--- src/rtl/i2c_reg_pkg.sv ---
package i2c_reg_pkg;
  localparam int BYTE_W = 8;
  localparam int CNT_W  = $clog2(BYTE_W + 1);

  typedef enum logic [3:0] {
    ST_IDLE,
    ST_ADDR,
    ST_ADDR_ACK,
    ST_REG,
    ST_REG_ACK,
    ST_WDATA,
    ST_WDATA_ACK,
    ST_RDATA,
    ST_RDATA_ACK
  } xfer_st_e;
endpackage

--- src/rtl/i2c_line_sync.sv ---
module i2c_line_sync #(
  parameter int SYNC_STAGES = 2
) (
  input  logic clk_i,
  input  logic rst_ni,
  input  logic scl_i,
  input  logic sda_i,
  output logic scl_o,
  output logic sda_o,
  output logic scl_rise_o,
  output logic scl_fall_o,
  output logic start_o,
  output logic stop_o
);
  logic [SYNC_STAGES-1:0] scl_pipe, sda_pipe;
  logic scl_prev, sda_prev;

  // bus idles high, so the pipes reset to 1
  always_ff @(posedge clk_i or negedge rst_ni) begin
    if (!rst_ni) begin
      scl_pipe <= '1;
      sda_pipe <= '1;
      scl_prev <= 1'b1;
      sda_prev <= 1'b1;
    end else begin
      scl_pipe <= {scl_pipe[SYNC_STAGES-2:0], scl_i};
      sda_pipe <= {sda_pipe[SYNC_STAGES-2:0], sda_i};
      scl_prev <= scl_pipe[SYNC_STAGES-1];
      sda_prev <= sda_pipe[SYNC_STAGES-1];
    end
  end

  assign scl_o      = scl_pipe[SYNC_STAGES-1];
  assign sda_o      = sda_pipe[SYNC_STAGES-1];
  assign scl_rise_o = scl_o & ~scl_prev;
  assign scl_fall_o = ~scl_o & scl_prev;
  assign start_o    = scl_o & scl_prev & sda_prev & ~sda_o;
  assign stop_o     = scl_o & scl_prev & ~sda_prev & sda_o;
endmodule

--- src/rtl/i2c_strap_latch.sv ---
module i2c_strap_latch #(
  parameter int STRAP_W = 2
) (
  input  logic               clk_i,
  input  logic               rst_ni,
  input  logic [STRAP_W-1:0] strap_i,
  output logic [STRAP_W-1:0] strap_o
);
  logic taken_q;

  // one-shot capture on the first clock after reset release
  always_ff @(posedge clk_i or negedge rst_ni) begin
    if (!rst_ni) begin
      taken_q <= 1'b0;
      strap_o <= '0;
    end else if (!taken_q) begin
      taken_q <= 1'b1;
      strap_o <= strap_i;
    end
  end
endmodule

--- src/rtl/i2c_xfer_fsm.sv ---
module i2c_xfer_fsm
  import i2c_reg_pkg::*;
#(
  parameter int             PREFIX_W = 5,
  parameter logic [PREFIX_W-1:0] PREFIX = 5'b11010,
  parameter int             STRAP_W  = 7 - PREFIX_W
) (
  input  logic               clk_i,
  input  logic               rst_ni,
  input  logic               sda_i,
  input  logic               scl_rise_i,
  input  logic               scl_fall_i,
  input  logic               start_i,
  input  logic               stop_i,
  input  logic [STRAP_W-1:0] strap_i,
  input  logic               autoinc_i,
  input  logic [BYTE_W-1:0]  rdata_i,
  output logic               sda_oe_o,
  output logic [BYTE_W-1:0]  ptr_o,
  output logic [BYTE_W-1:0]  wdata_o,
  output logic               we_o,
  output logic               ptr_ld_o,
  output logic               rw_o,
  output logic               idle_o
);
  xfer_st_e st_q;
  logic [BYTE_W-1:0] shreg_q, tx_q;
  logic [CNT_W-1:0]  bitcnt_q;
  logic              nack_q;
  logic              byte_done, addr_hit;

  assign byte_done = scl_fall_i && (bitcnt_q == CNT_W'(BYTE_W));
  assign addr_hit  = (shreg_q[BYTE_W-1:1] == {PREFIX, strap_i});
  assign idle_o    = (st_q == ST_IDLE);

  always_ff @(posedge clk_i or negedge rst_ni) begin
    if (!rst_ni) begin
      st_q     <= ST_IDLE;
      shreg_q  <= '0;
      tx_q     <= '0;
      bitcnt_q <= '0;
      nack_q   <= 1'b0;
      rw_o     <= 1'b0;
      ptr_o    <= '0;
      wdata_o  <= '0;
      we_o     <= 1'b0;
      ptr_ld_o <= 1'b0;
      sda_oe_o <= 1'b0;
    end else begin
      we_o     <= 1'b0;
      ptr_ld_o <= 1'b0;
      if (start_i) begin
        st_q     <= ST_ADDR;
        bitcnt_q <= '0;
        sda_oe_o <= 1'b0;
      end else if (stop_i) begin
        st_q     <= ST_IDLE;
        sda_oe_o <= 1'b0;
      end else begin
        unique case (st_q)
          ST_ADDR, ST_REG, ST_WDATA: begin
            if (scl_rise_i) begin
              shreg_q  <= {shreg_q[BYTE_W-2:0], sda_i};
              bitcnt_q <= bitcnt_q + 1'b1;
            end else if (byte_done) begin
              bitcnt_q <= '0;
              if (st_q == ST_ADDR) begin
                if (addr_hit) begin
                  sda_oe_o <= 1'b1;
                  rw_o     <= shreg_q[0];
                  st_q     <= ST_ADDR_ACK;
                end else begin
                  st_q <= ST_IDLE;
                end
              end else if (st_q == ST_REG) begin
                ptr_o    <= shreg_q;
                ptr_ld_o <= 1'b1;
                sda_oe_o <= 1'b1;
                st_q     <= ST_REG_ACK;
              end else begin
                we_o     <= 1'b1;
                wdata_o  <= shreg_q;
                sda_oe_o <= 1'b1;
                st_q     <= ST_WDATA_ACK;
              end
            end
          end
          ST_ADDR_ACK: begin
            if (scl_fall_i) begin
              bitcnt_q <= '0;
              if (rw_o) begin
                tx_q     <= rdata_i;
                sda_oe_o <= ~rdata_i[BYTE_W-1];
                st_q     <= ST_RDATA;
              end else begin
                sda_oe_o <= 1'b0;
                st_q     <= ST_REG;
              end
            end
          end
          ST_REG_ACK: begin
            if (scl_fall_i) begin
              sda_oe_o <= 1'b0;
              st_q     <= ST_WDATA;
            end
          end
          ST_WDATA_ACK: begin
            if (scl_rise_i && autoinc_i) ptr_o <= ptr_o + 1'b1;
            if (scl_fall_i) begin
              sda_oe_o <= 1'b0;
              st_q     <= ST_WDATA;
            end
          end
          ST_RDATA: begin
            if (scl_fall_i) begin
              if (bitcnt_q == CNT_W'(BYTE_W - 1)) begin
                sda_oe_o <= 1'b0;
                st_q     <= ST_RDATA_ACK;
              end else begin
                tx_q     <= {tx_q[BYTE_W-2:0], 1'b0};
                sda_oe_o <= ~tx_q[BYTE_W-2];
                bitcnt_q <= bitcnt_q + 1'b1;
              end
            end
          end
          ST_RDATA_ACK: begin
            if (scl_rise_i) begin
              nack_q <= sda_i;
              if (autoinc_i) ptr_o <= ptr_o + 1'b1;
            end
            // pointer settled at the rise; bank data is ready by the fall
            if (scl_fall_i) begin
              bitcnt_q <= '0;
              if (nack_q) begin
                st_q <= ST_IDLE;
              end else begin
                tx_q     <= rdata_i;
                sda_oe_o <= ~rdata_i[BYTE_W-1];
                st_q     <= ST_RDATA;
              end
            end
          end
          default: ;
        endcase
      end
    end
  end
endmodule

--- src/rtl/i2c_reg_slave.sv ---
module i2c_reg_slave
  import i2c_reg_pkg::*;
#(
  parameter int                  SYNC_STAGES = 2,
  parameter int                  PREFIX_W    = 5,
  parameter logic [PREFIX_W-1:0] PREFIX      = 5'b11010,
  localparam int                 STRAP_W     = 7 - PREFIX_W
) (
  input  logic               clk_i,
  input  logic               rst_ni,
  input  logic [STRAP_W-1:0] strap_i,
  input  logic               autoinc_i,
  input  logic               scl_i,
  input  logic               sda_i,
  output logic               sda_oe_o,
  output logic [BYTE_W-1:0]  reg_addr_o,
  output logic [BYTE_W-1:0]  reg_wdata_o,
  output logic               reg_we_o,
  input  logic [BYTE_W-1:0]  reg_rdata_i
);
  logic scl_s, sda_s, scl_rise, scl_fall, bus_start, bus_stop;
  logic [STRAP_W-1:0] strap_q;
  logic ptr_ld, rw_q, fsm_idle;

  i2c_line_sync #(.SYNC_STAGES(SYNC_STAGES)) u_sync (
    .clk_i      (clk_i),
    .rst_ni     (rst_ni),
    .scl_i      (scl_i),
    .sda_i      (sda_i),
    .scl_o      (scl_s),
    .sda_o      (sda_s),
    .scl_rise_o (scl_rise),
    .scl_fall_o (scl_fall),
    .start_o    (bus_start),
    .stop_o     (bus_stop)
  );

  i2c_strap_latch #(.STRAP_W(STRAP_W)) u_strap (
    .clk_i   (clk_i),
    .rst_ni  (rst_ni),
    .strap_i (strap_i),
    .strap_o (strap_q)
  );

  i2c_xfer_fsm #(
    .PREFIX_W (PREFIX_W),
    .PREFIX   (PREFIX),
    .STRAP_W  (STRAP_W)
  ) u_fsm (
    .clk_i      (clk_i),
    .rst_ni     (rst_ni),
    .sda_i      (sda_s),
    .scl_rise_i (scl_rise),
    .scl_fall_i (scl_fall),
    .start_i    (bus_start),
    .stop_i     (bus_stop),
    .strap_i    (strap_q),
    .autoinc_i  (autoinc_i),
    .rdata_i    (reg_rdata_i),
    .sda_oe_o   (sda_oe_o),
    .ptr_o      (reg_addr_o),
    .wdata_o    (reg_wdata_o),
    .we_o       (reg_we_o),
    .ptr_ld_o   (ptr_ld),
    .rw_o       (rw_q),
    .idle_o     (fsm_idle)
  );
endmodule

--- config.mk ---
export PLATFORM = sky130hd
export DESIGN_NAME = i2c_reg_slave
export DESIGN_NICKNAME = d
export VERILOG_FILES = /design/src/rtl/i2c_reg_pkg.sv /design/src/rtl/i2c_line_sync.sv /design/src/rtl/i2c_strap_latch.sv /design/src/rtl/i2c_xfer_fsm.sv /design/src/rtl/i2c_reg_slave.sv
export SDC_FILE = /design/constraint.sdc
export NUM_CORES = 1
export LEC_CHECK = 0
export BUFFER_PORTS_ARGS = -buffer_cell sky130_fd_sc_hd__buf_2
export CAP_MARGIN = 5
export CORE_UTILIZATION = 50
export CTS_BUF_LIST = sky130_fd_sc_hd__clkbuf_4
export DETAILED_ROUTE_END_ITERATION = 7
export GPL_TIMING_DRIVEN = 0
export PLACE_DENSITY = 0.73
export SLEW_MARGIN = 25
export SYNTH_ARGS = -nofsm -noshare
export SYNTH_HDL_FRONTEND = slang
export SYNTH_SLANG_ARGS = --single-unit
--- constraint.sdc ---
create_clock -name clk_i -period 2.2 [get_ports clk_i]
set_input_delay 0.44 -clock clk_i [delete_from_list [all_inputs] [get_ports clk_i]]
set_output_delay 0.44 -clock clk_i [all_outputs]
set_load 0.05 [all_outputs]
==> impl_metrics.json, run 1 <==
{
  "status": "finished, final reports clean",
  "setup-violations-final": 0,
  "first_global_vias": 2130,
  "grt_pass1_wl_um": 10300,
  "p_leak_nw": 1.50,
  "rsz0062_at_grt": "true",
  "vdd_drop_max_uv": 549,
  "crit_type": "reg2reg",
  "firstDrtPassIters": 5,
  "ys_seq_elements": 52,
  "relSlewSlack_pct": 57.2,
  "syn_inst": 279,
  "yosysTopAreaCellShare_pct": 39.8,
  "clk_latency_ns": 0.37,
  "gp_congestion": 0.897,
  "first_iter_violations": 217,
  "synthTopCellsByArea": "dfrtp_1, mux2_2, dfstp_2, mux2i_1, o21ai_0",
  "crit_arrival_ns": 2.42,
  "path_cells": "buf_2 -> and4bb_2 -> a211oi_4 -> a222oi_1 -> buf_4 -> and2_1 -> a32o_1",
  "ys.flop_type": "dfrtp_1",
  "fp.dieW_um": 78.1,
  "avgSynthCellArea_um2": 10.4,
  "cts_tree": "done",
  "maxCapViolations": 0,
  "maxSlewViolCount": 0,
  "fin_area_um2": 3270,
  "r2r_setup_slack_ns": 0.06,
  "drt-total-wl_um": 6050,
  "place_hpwl_um": 4370,
  "drive_above_1_share_pct": 31.6,
  "chipHeight_um": 78.1,
  "cts_root_buf": "clkbuf_4",
  "netlist_area_um2": 2890,
  "numCtsBuffers": 5,
  "async_reset_ff_share_pct": 100,
  "fmax_mhz": 466,
  "yosysTopAreaCell": "dfrtp_1",
  "final_nets": 337,
  "num_rows": 27,
  "setup.worst_path.start": "u_sync.scl_pipe[1]$_DFF_PN1_",
  "post_drt_wl_per_cell_um": 15.4,
  "ant_nets": 0,
  "via_per_inst": 5.94,
  "via_count": 2330,
  "grt_overflow": 0,
  "layout_common_cells": "dfrtp_1, buf_2, nand2_1",
  "grt_max_degree": 53,
  "power_per_cell_area_nw_per_um2": 1240,
  "antenna_found_initial": 0,
  "crit_required_ns": 2.47,
  "cts_buffer_depth": 2,
  "finalClockSkew_ns": 0.0144,
  "seq_area_frac_synth_pct": 45.2,
  "grt.total_usage_pct": 21.7,
  "die-area_um2": 6100,
  "crit_path_max_fanout": 10,
  "power_mw": 4.06,
  "slowest_stage": "dfstp_2",
  "antenna_cells": 0,
  "ctsHtreeMaxLevel": 2,
  "syn_nets": 297,
  "place_area_um2": 3150,
  "drc": 0,
  "synth_warnings": 0,
  "fin_setup_tns_ns": 0,
  "tightest_slew_ns": 0.636,
  "portBuffers": 32,
  "synth_edf_count": 0,
  "core_area_um2": 5540,
  "worstSetupEndpointType": "flip-flop",
  "hold_violations": 0,
  "reg2reg_from": "u_sync.scl_pipe[1]$_DFF_PN1_",
  "period_share_pct": 97.5,
  "ioPinCount": 33,
  "clock_sinks": 52,
  "cpPeakStageDelay_ns": 0.55,
  "synth_cell_types": 67,
  "start_util_pct": 52.2,
  "synthToLayoutAreaGrowth_pct": 13.1,
  "fin_crit_ns": 2.14,
  "cp-start-kind": "flip-flop",
  "hp-class": "in2async",
  "clk_pin_slew_worst_paths_ns": 0.15,
  "final_common_cell": "dfrtp_1"
}
## metal layers
metal / GRT usage [%] / up-vias / part of all wire [%]
met4: 5.93 / 0 / 1.3
met3: 4.42 / 9 / 5.2
li1: - / 1108 / -
met2: 34.7 / 68 / 47
met1: 29.9 / 1145 / 46
met5: 0 / - / 0
## worst max-delay path, delay by kind of cell, from the launching register on
family	cells	cell delay, ns
compound gates	3	0.69
buf+inv	2	0.37
simple gates	2	0.45
flops	1	0.55
## flip-flops by register name, indices dropped and copies added, names as in the netlist, 2 cells and up
signal,count
u_fsm.bitcnt_q,4
u_fsm.ptr_o,8
u_fsm.shreg_q,8
u_fsm.st_q,4
u_fsm.tx_q,7
u_fsm.wdata_o,8
u_strap.strap_o,2
u_sync.scl_pipe,2
u_sync.sda_pipe,2
## cell usage after synthesis, types with 5 or more instances
cell type / instances
mux2_2: 22
nand2b_1: 6
nand3_1: 12
dfrtp_1: 46
a21oi_1: 14
inv_1: 9
dfstp_2: 6
nor2_1: 10
nand2_1: 23
nor2b_1: 5
mux2i_1: 11
buf_2: 8
o21ai_0: 19
## final timing paths
path,depth (start not counted),end
min reg2reg,0,u_sync.sda_prev$_DFF_PN1_
min in group clk_i,1,u_sync.sda_pipe[0]$_DFF_PN1_
max reg2reg,7,u_fsm.bitcnt_q[3]$_DFFE_PN0P_
max in group asynchronous,1,u_fsm.st_q[2]$_DFFE_PN0P_
min,1,u_fsm.bitcnt_q[2]$_DFFE_PN0P_
max,7,u_fsm.bitcnt_q[3]$_DFFE_PN0P_
## area by class of cell
type / count / area (µm²)
Timing Repair Buffer: 34 / 178
Buffer: 15 / 100
Tap cell: 72 / 90.1
Sequential cell: 52 / 1310
Clock inverter: 3 / 17.5
Multi-Input combinational cell: 202 / 1510
Fill cell: 510 / 2270
Clock buffer: 5 / 37.5
Inverter: 9 / 33.8
## logic make-up (layout without fill, tap and decap cells)
group | count (synthesis) | count (layout) | share of synthesized area (%)
multiplexers | 33 | 33 | 12.4
XOR/XNOR | 6 | 6 | 1.82
flip-flops | 52 | 52 | 45.2
AND/OR/NAND/NOR | 84 | 84 | 16.7
buffers and inverters | 25 | 66 | 4.63
adder cells (fa/ha/maj) | 3 | 3 | 1.30
AO/OA/AOI/OAI | 75 | 75 | 17.8
other | 1 | 1 | 0.130
## report_power, final
group / leakage, nW / internal [mW] / switching (mW)
registers: 0.654 / 1.22 / 0.250
clock network: 0.0330 / 0.124 / 0.307
logic: 0.817 / 0.883 / 1.28
## what timing repair did
action,4_1_cts,5_1_grt
hold buffers,0,0
pin swaps,2,1
setup buffers,1,1
endpoints found under the setup margin,17,18
gates resized for setup,7,11
## metrics by stage
step	setup WS (ns)	hold WS (ns)	utilization (%)	std cells
finish	0.0556	0.0594	59.1	392
global route	-0.0372	0.109	59.1	392
CTS	0.0200	0.0857	58.4	392
detailed placement	-0.119	0.349	56.8	383
global placement	-0.103	0.347	56.8	383
floorplan	0.137	0.144	-	279
Note: power is estimated with default switching activity, not from simulation.
==> run 2: changes to the inputs <==
CELL_PAD_IN_SITES_DETAIL_PLACEMENT = 0   (was unset)
CELL_PAD_IN_SITES_GLOBAL_PLACEMENT = 1   (was unset)
CORE_UTILIZATION = 43   (was 50)
PLACE_DENSITY = unset   (was 0.73)
PLACE_DENSITY_LB_ADDON = 0.1   (was unset)
SLEW_MARGIN = 15   (was 25)
==> impl_metrics.json, run 2 (synthesis gave the netlist of run 1 again) <==
{
  "layout_common_cells": "dfrtp_1, buf_2, nand2_1",
  "grt.total_usage_pct": 19.6,
  "crit_required_ns": 2.49,
  "cts_root_buf": "clkbuf_4",
  "drc": 0,
  "status": "finished, final reports clean",
  "ioPinCount": 33,
  "rsz0062_at_grt": "true",
  "vdd_drop_max_uv": 537,
  "antenna_cells": 0,
  "firstDrtPassIters": 4,
  "num_rows": 29,
  "hold_violations": 0,
  "power_per_cell_area_nw_per_um2": 1270,
  "relSlewSlack_pct": 55.5,
  "clk_latency_ns": 0.39,
  "grt_pass1_wl_um": 10900,
  "switchingPower_mw": 1.90,
  "sw_frac_of_total_pct": 44.6,
  "drive_above_1_share_pct": 33.1,
  "dp_slack_ns": -0.243,
  "maxSlewViolCount": 0,
  "grt_overflow": 0,
  "crit_top_cell": "buf_4",
  "worstSetupEndpointType": "flip-flop",
  "numCtsBuffers": 5,
  "tightest_slew_ns": 0.668,
  "holdWs_ns": 0.0490,
  "place_area_um2": 3150,
  "crit_path_max_fanout": 10,
  "post_drt_wl_per_cell_um": 16.5,
  "p_comb_share_pct": 51.7,
  "crit_arrival_ns": 2.38,
  "hold_buffers": 0,
  "die-area_um2": 7060,
  "p_leak_nw": 1.54,
  "setup_slack_ns": 0.120,
  "first_global_vias": 2130,
  "fin_setup_tns_ns": 0,
  "cp-start-kind": "flip-flop",
  "grt_max_degree": 53,
  "maxCapViolations": 0,
  "drt-total-wl_um": 6600,
  "place_hpwl_um": 4590,
  "stdcell_count": 400,
  "chipHeight_um": 84.0,
  "via_count": 2241,
  "cts_tree": "done",
  "fin_crit_ns": 2.08,
  "fill_cells": 600,
  "cts_buffer_depth": 2,
  "path_cells": "buf_4 -> and4bb_2 -> a211oi_4 -> a222oi_1 -> buf_4 -> and2_1 -> a32o_1",
  "core_area_um2": 6420,
  "portBuffers": 32,
  "hp-class": "in2async",
  "start_util_pct": 45.1,
  "via_per_inst": 5.60,
  "setup-violations-final": 0,
  "largestRegisters": "u_fsm.ptr_o x8, u_fsm.shreg_q x8, u_fsm.wdata_o x8",
  "internal_power_mw": 2.35,
  "slowest_stage": "dfstp_2",
  "pwr-share-clk_pct": 13.7,
  "ant_nets": 0,
  "fp.dieW_um": 84.0,
  "synthToLayoutAreaGrowth_pct": 15.8,
  "power_mw": 4.25,
  "final_nets": 340,
  "ctsHtreeMaxLevel": 2,
  "cpPeakStageDelay_ns": 0.56,
  "gp_congestion": 0.800,
  "clk_pin_slew_worst_paths_ns": 0.16,
  "clock_sinks": 52,
  "fmax_mhz": 481,
  "sequentialPowerShare_pct": 34.5,
  "finalClockSkew_ns": 0.0158,
  "postLayoutCoreUtil_pct": 52.2,
  "crit_type": "reg2reg",
  "antenna_found_initial": 0,
  "dp.cells": 388,
  "first_iter_violations": 169,
  "fin_area_um2": 3350,
  "period_share_pct": 94.6,
  "final_common_cell": "dfrtp_1"
}
## run 2: changes by cell type in the layout (fill, tap and decap cells not counted), sizes merged
cell and delta:
clkinv -1, bufinv +1, clkbuf +2, buf +1
## run 2: final timing paths
kind / end / startpoint / cells after the start / slack, ns
setup / recovery: u_fsm.bitcnt_q[3]$_DFFE_PN0P_ / u_sync.scl_pipe[1]$_DFF_PN1_ / 7 / 0.12
hold / removal: u_fsm.bitcnt_q[1]$_DFFE_PN0P_ / rst_ni / 1 / 0.05
setup reg to reg: u_fsm.bitcnt_q[3]$_DFFE_PN0P_ / u_sync.scl_pipe[1]$_DFF_PN1_ / 7 / 0.12
hold reg to reg: u_sync.sda_pipe[1]$_DFF_PN1_ / u_sync.sda_pipe[0]$_DFF_PN1_ / 0 / 0.37
max in group asynchronous: u_fsm.wdata_o[6]$_DFFE_PN0P_ / rst_ni / 1 / 1.69
min in group clk_i: u_sync.sda_pipe[0]$_DFF_PN1_ / sda_i / 1 / 0.14
## run 2: critical path: cells and delay by family, from the launching register on
kind	cells	cell delay, ns
AO/OA/AOI/OAI	3	0.67
buffers and inverters	2	0.32
flip-flops	1	0.56
AND/OR/NAND/NOR	2	0.44
## run 2: power groups by stage
stage	Sequential [mW]	Clock [mW]	Combinational, mW
after floorplan	1.69	0	1.36
after global placement	1.48	0	2.05
after detailed placement	1.48	0	2.04
after CTS	1.46	0.605	2.13
after global routing	1.50	0.638	2.39
final	1.47	0.584	2.20
## run 2: routing by layer
layer	part of all wire (%)	track usage (%)	up-vias
met5	0	0	-
met4	1.3	5.17	0
met2	45	29.7	45
met3	3.5	3.86	7
met1	50	28.6	1079
li1	-	-	1110
## run 2: cell type report
type                            count  area [µm²]  share of cell area [%]
Sequential cell                    52        1310                    39.1
Clock buffer                        5        37.5                    1.12
Multi-Input combinational cell    202        1520                    45.3
Buffer                             16         119                    3.55
Tap cell                           77        96.3                    2.88
Timing Repair Buffer               36         193                    5.75
Clock inverter                      3        46.3                    1.38
Inverter                            9        33.8                    1.01
## run 2: what timing repair did
item,4_1_cts,5_1_grt
buffers inserted,2,2
gates resized for setup,10,16
pin swaps,2,3
setup endpoints to repair,20,15
hold endpoints to repair,0,0
==> run 3: changes to the inputs <==
SETUP_SLACK_MARGIN = 0.2   (was unset)
==> impl_metrics.json, run 3 (synthesis gave the netlist of run 1 again) <==
{
  "status": "complete, but fails checks",
  "violations": "design-rule violations",
  "first_iter_violations": 125,
  "power_per_cell_area_nw_per_um2": 1240,
  "antenna_cells": 0,
  "ctsHtreeMaxLevel": 2,
  "hp-class": "in2async",
  "grt_overflow": 0,
  "crit_type": "reg2reg",
  "hold_buffers": 0,
  "maxSlewViolCount": 0,
  "postLayoutCoreUtil_pct": 54.3,
  "setup-violations-final": 0,
  "clock_sinks": 52,
  "place_area_um2": 3150,
  "grt_max_degree": 53,
  "numCtsBuffers": 5,
  "core_area_um2": 6420,
  "tightest_slew_ns": 0.659,
  "worstSetupEndpointType": "flip-flop",
  "clk_latency_ns": 0.38,
  "p_comb_share_pct": 55.0,
  "reg2reg_to": "u_fsm.bitcnt_q[3]$_DFFE_PN0P_",
  "dp_slack_ns": -0.195,
  "crit_required_ns": 2.48,
  "num_rows": 29,
  "maxCapViolations": 0,
  "fill_cells": 594,
  "drc": 3,
  "crit_arrival_ns": 2.30,
  "layout_common_cells": "dfrtp_1, buf_2, mux2_2",
  "antenna_found_initial": 0,
  "power_mw": 4.32,
  "grt.total_usage_pct": 19.7,
  "post_drt_wl_per_cell_um": 16.4,
  "place_hpwl_um": 4550,
  "worstRegToRegCells": 7,
  "via_count": 2322,
  "synthToLayoutAreaGrowth_pct": 20.4,
  "clk_pin_slew_worst_paths_ns": 0.18,
  "sw_frac_of_total_pct": 45.6,
  "ant_nets": 0,
  "cts_buffer_depth": 2,
  "finalClockSkew_ns": 0.0140,
  "portBuffers": 32,
  "r2r_setup_slack_ns": 0.19,
  "switchingPower_mw": 1.97,
  "cp-start-kind": "flip-flop",
  "relSlewSlack_pct": 56.1,
  "reg2reg_from": "u_sync.scl_prev$_DFF_PN1_",
  "final_nets": 350,
  "largestRegisters": "u_fsm.ptr_o x8, u_fsm.shreg_q x8, u_fsm.wdata_o x8",
  "crit_path_max_fanout": 10,
  "firstDrtPassIters": 7,
  "grt_pass1_wl_um": 11000,
  "sequentialPowerShare_pct": 33.7,
  "internal_power_mw": 2.35,
  "cts_tree": "done",
  "fp.dieW_um": 84.0,
  "drt-total-wl_um": 6740,
  "setup_slack_ns": 0.185,
  "start_util_pct": 45.1,
  "via_per_inst": 5.66,
  "hold_violations": 0,
  "fin_crit_ns": 2.01,
  "period_share_pct": 91.6,
  "rsz0062_at_grt": "true",
  "fin_area_um2": 3490,
  "p_leak_nw": 1.60,
  "fmax_mhz": 496,
  "cts_root_buf": "clkbuf_4",
  "pwr-share-clk_pct": 11.2,
  "vdd_drop_max_uv": 538,
  "final_common_cell": "dfrtp_1",
  "drive_above_1_share_pct": 38.7,
  "chipHeight_um": 84.0,
  "first_global_vias": 2186,
  "ioPinCount": 33,
  "die-area_um2": 7060,
  "gp_congestion": 0.838
}
## run 3: changes by cell type in the layout (fill, tap and decap cells not counted), sizes merged
cell and change:
bufinv -1, clkinv +1, buf +10
## run 3: power by group through the flow
stage	Clock, mW	Sequential, mW	Combinational [mW]
finish	0.486	1.46	2.38
global route	0.544	1.49	2.58
CTS	0.512	1.46	2.23
detailed placement	0	1.48	2.03
global placement	0	1.48	2.04
floorplan	0	1.69	1.36
## run 3: worst max-delay path by stage
stage | start | end | slack [ns] | cells after the start
after floorplan | u_sync.sda_pipe[1]$_DFF_PN1_ | u_fsm.st_q[0]$_DFFE_PN0P_ | 0.20 | 6
after global placement | u_sync.scl_pipe[1]$_DFF_PN1_ | u_fsm.ptr_o[6]$_DFFE_PN0P_ | -0.24 | 7
after detailed placement | u_sync.scl_pipe[1]$_DFF_PN1_ | u_fsm.ptr_o[7]$_DFFE_PN0P_ | -0.20 | 7
after CTS | u_fsm.st_q[2]$_DFFE_PN0P_ | u_fsm.ptr_o[7]$_DFFE_PN0P_ | 0.19 | 8
after global routing | u_sync.scl_prev$_DFF_PN1_ | u_fsm.ptr_o[6]$_DFFE_PN0P_ | 0.12 | 7
final | u_sync.scl_prev$_DFF_PN1_ | u_fsm.bitcnt_q[3]$_DFFE_PN0P_ | 0.19 | 7
## run 3: what timing repair did
| action | in CTS | in global routing |
|---|---|---|
| pin swaps | 7 | 9 |
| cloned | 1 | 0 |
| setup buffers | 6 | 7 |
| setup endpoints to repair | 40 | 32 |
| resized for setup | 28 | 15 |
## run 3: area by class of cell
cell class,instances,area [µm²],share of cell area [%]
Timing Repair Buffer,46,265,7.61
Clock inverter,3,33.8,0.969
Multi-Input combinational cell,202,1580,45.3
Clock buffer,5,37.5,1.08
Tap cell,77,96.3,2.76
Inverter,9,33.8,0.969
Sequential cell,52,1310,37.5
Buffer,16,133,3.80
## run 3: metal layers
| metal | vias up | share of wire, % | global-route usage, % |
|---|---|---|---|
| met3 | 9 | 3.9 | 3.96 |
| met2 | 56 | 46 | 30.0 |
| li1 | 1134 | - | - |
| met5 | - | 0 | 0 |
| met1 | 1123 | 49 | 28.4 |
| met4 | 0 | 1.2 | 5.64 |
## run 3: worst max-delay path, stage by stage, from the launching register on
cell	delay [ns]
dfstp_2	0.60
buf_4	0.19
and4b_2	0.28
nor2_2	0.04
a222oi_1	0.31
buf_4	0.20
o311ai_1	0.09
a32o_1	0.20
## run 3: per-stage QoR
step | setup TNS (ns) | hold slack [ns] | std cells
floorplan | 0 | 0.144 | 279
global placement | -2.33 | 0.346 | 388
detailed placement | -1.99 | 0.349 | 388
CTS | 0 | 0.0881 | 403
global route | 0 | 0.0900 | 410
finish | 0 | 0.0495 | 410
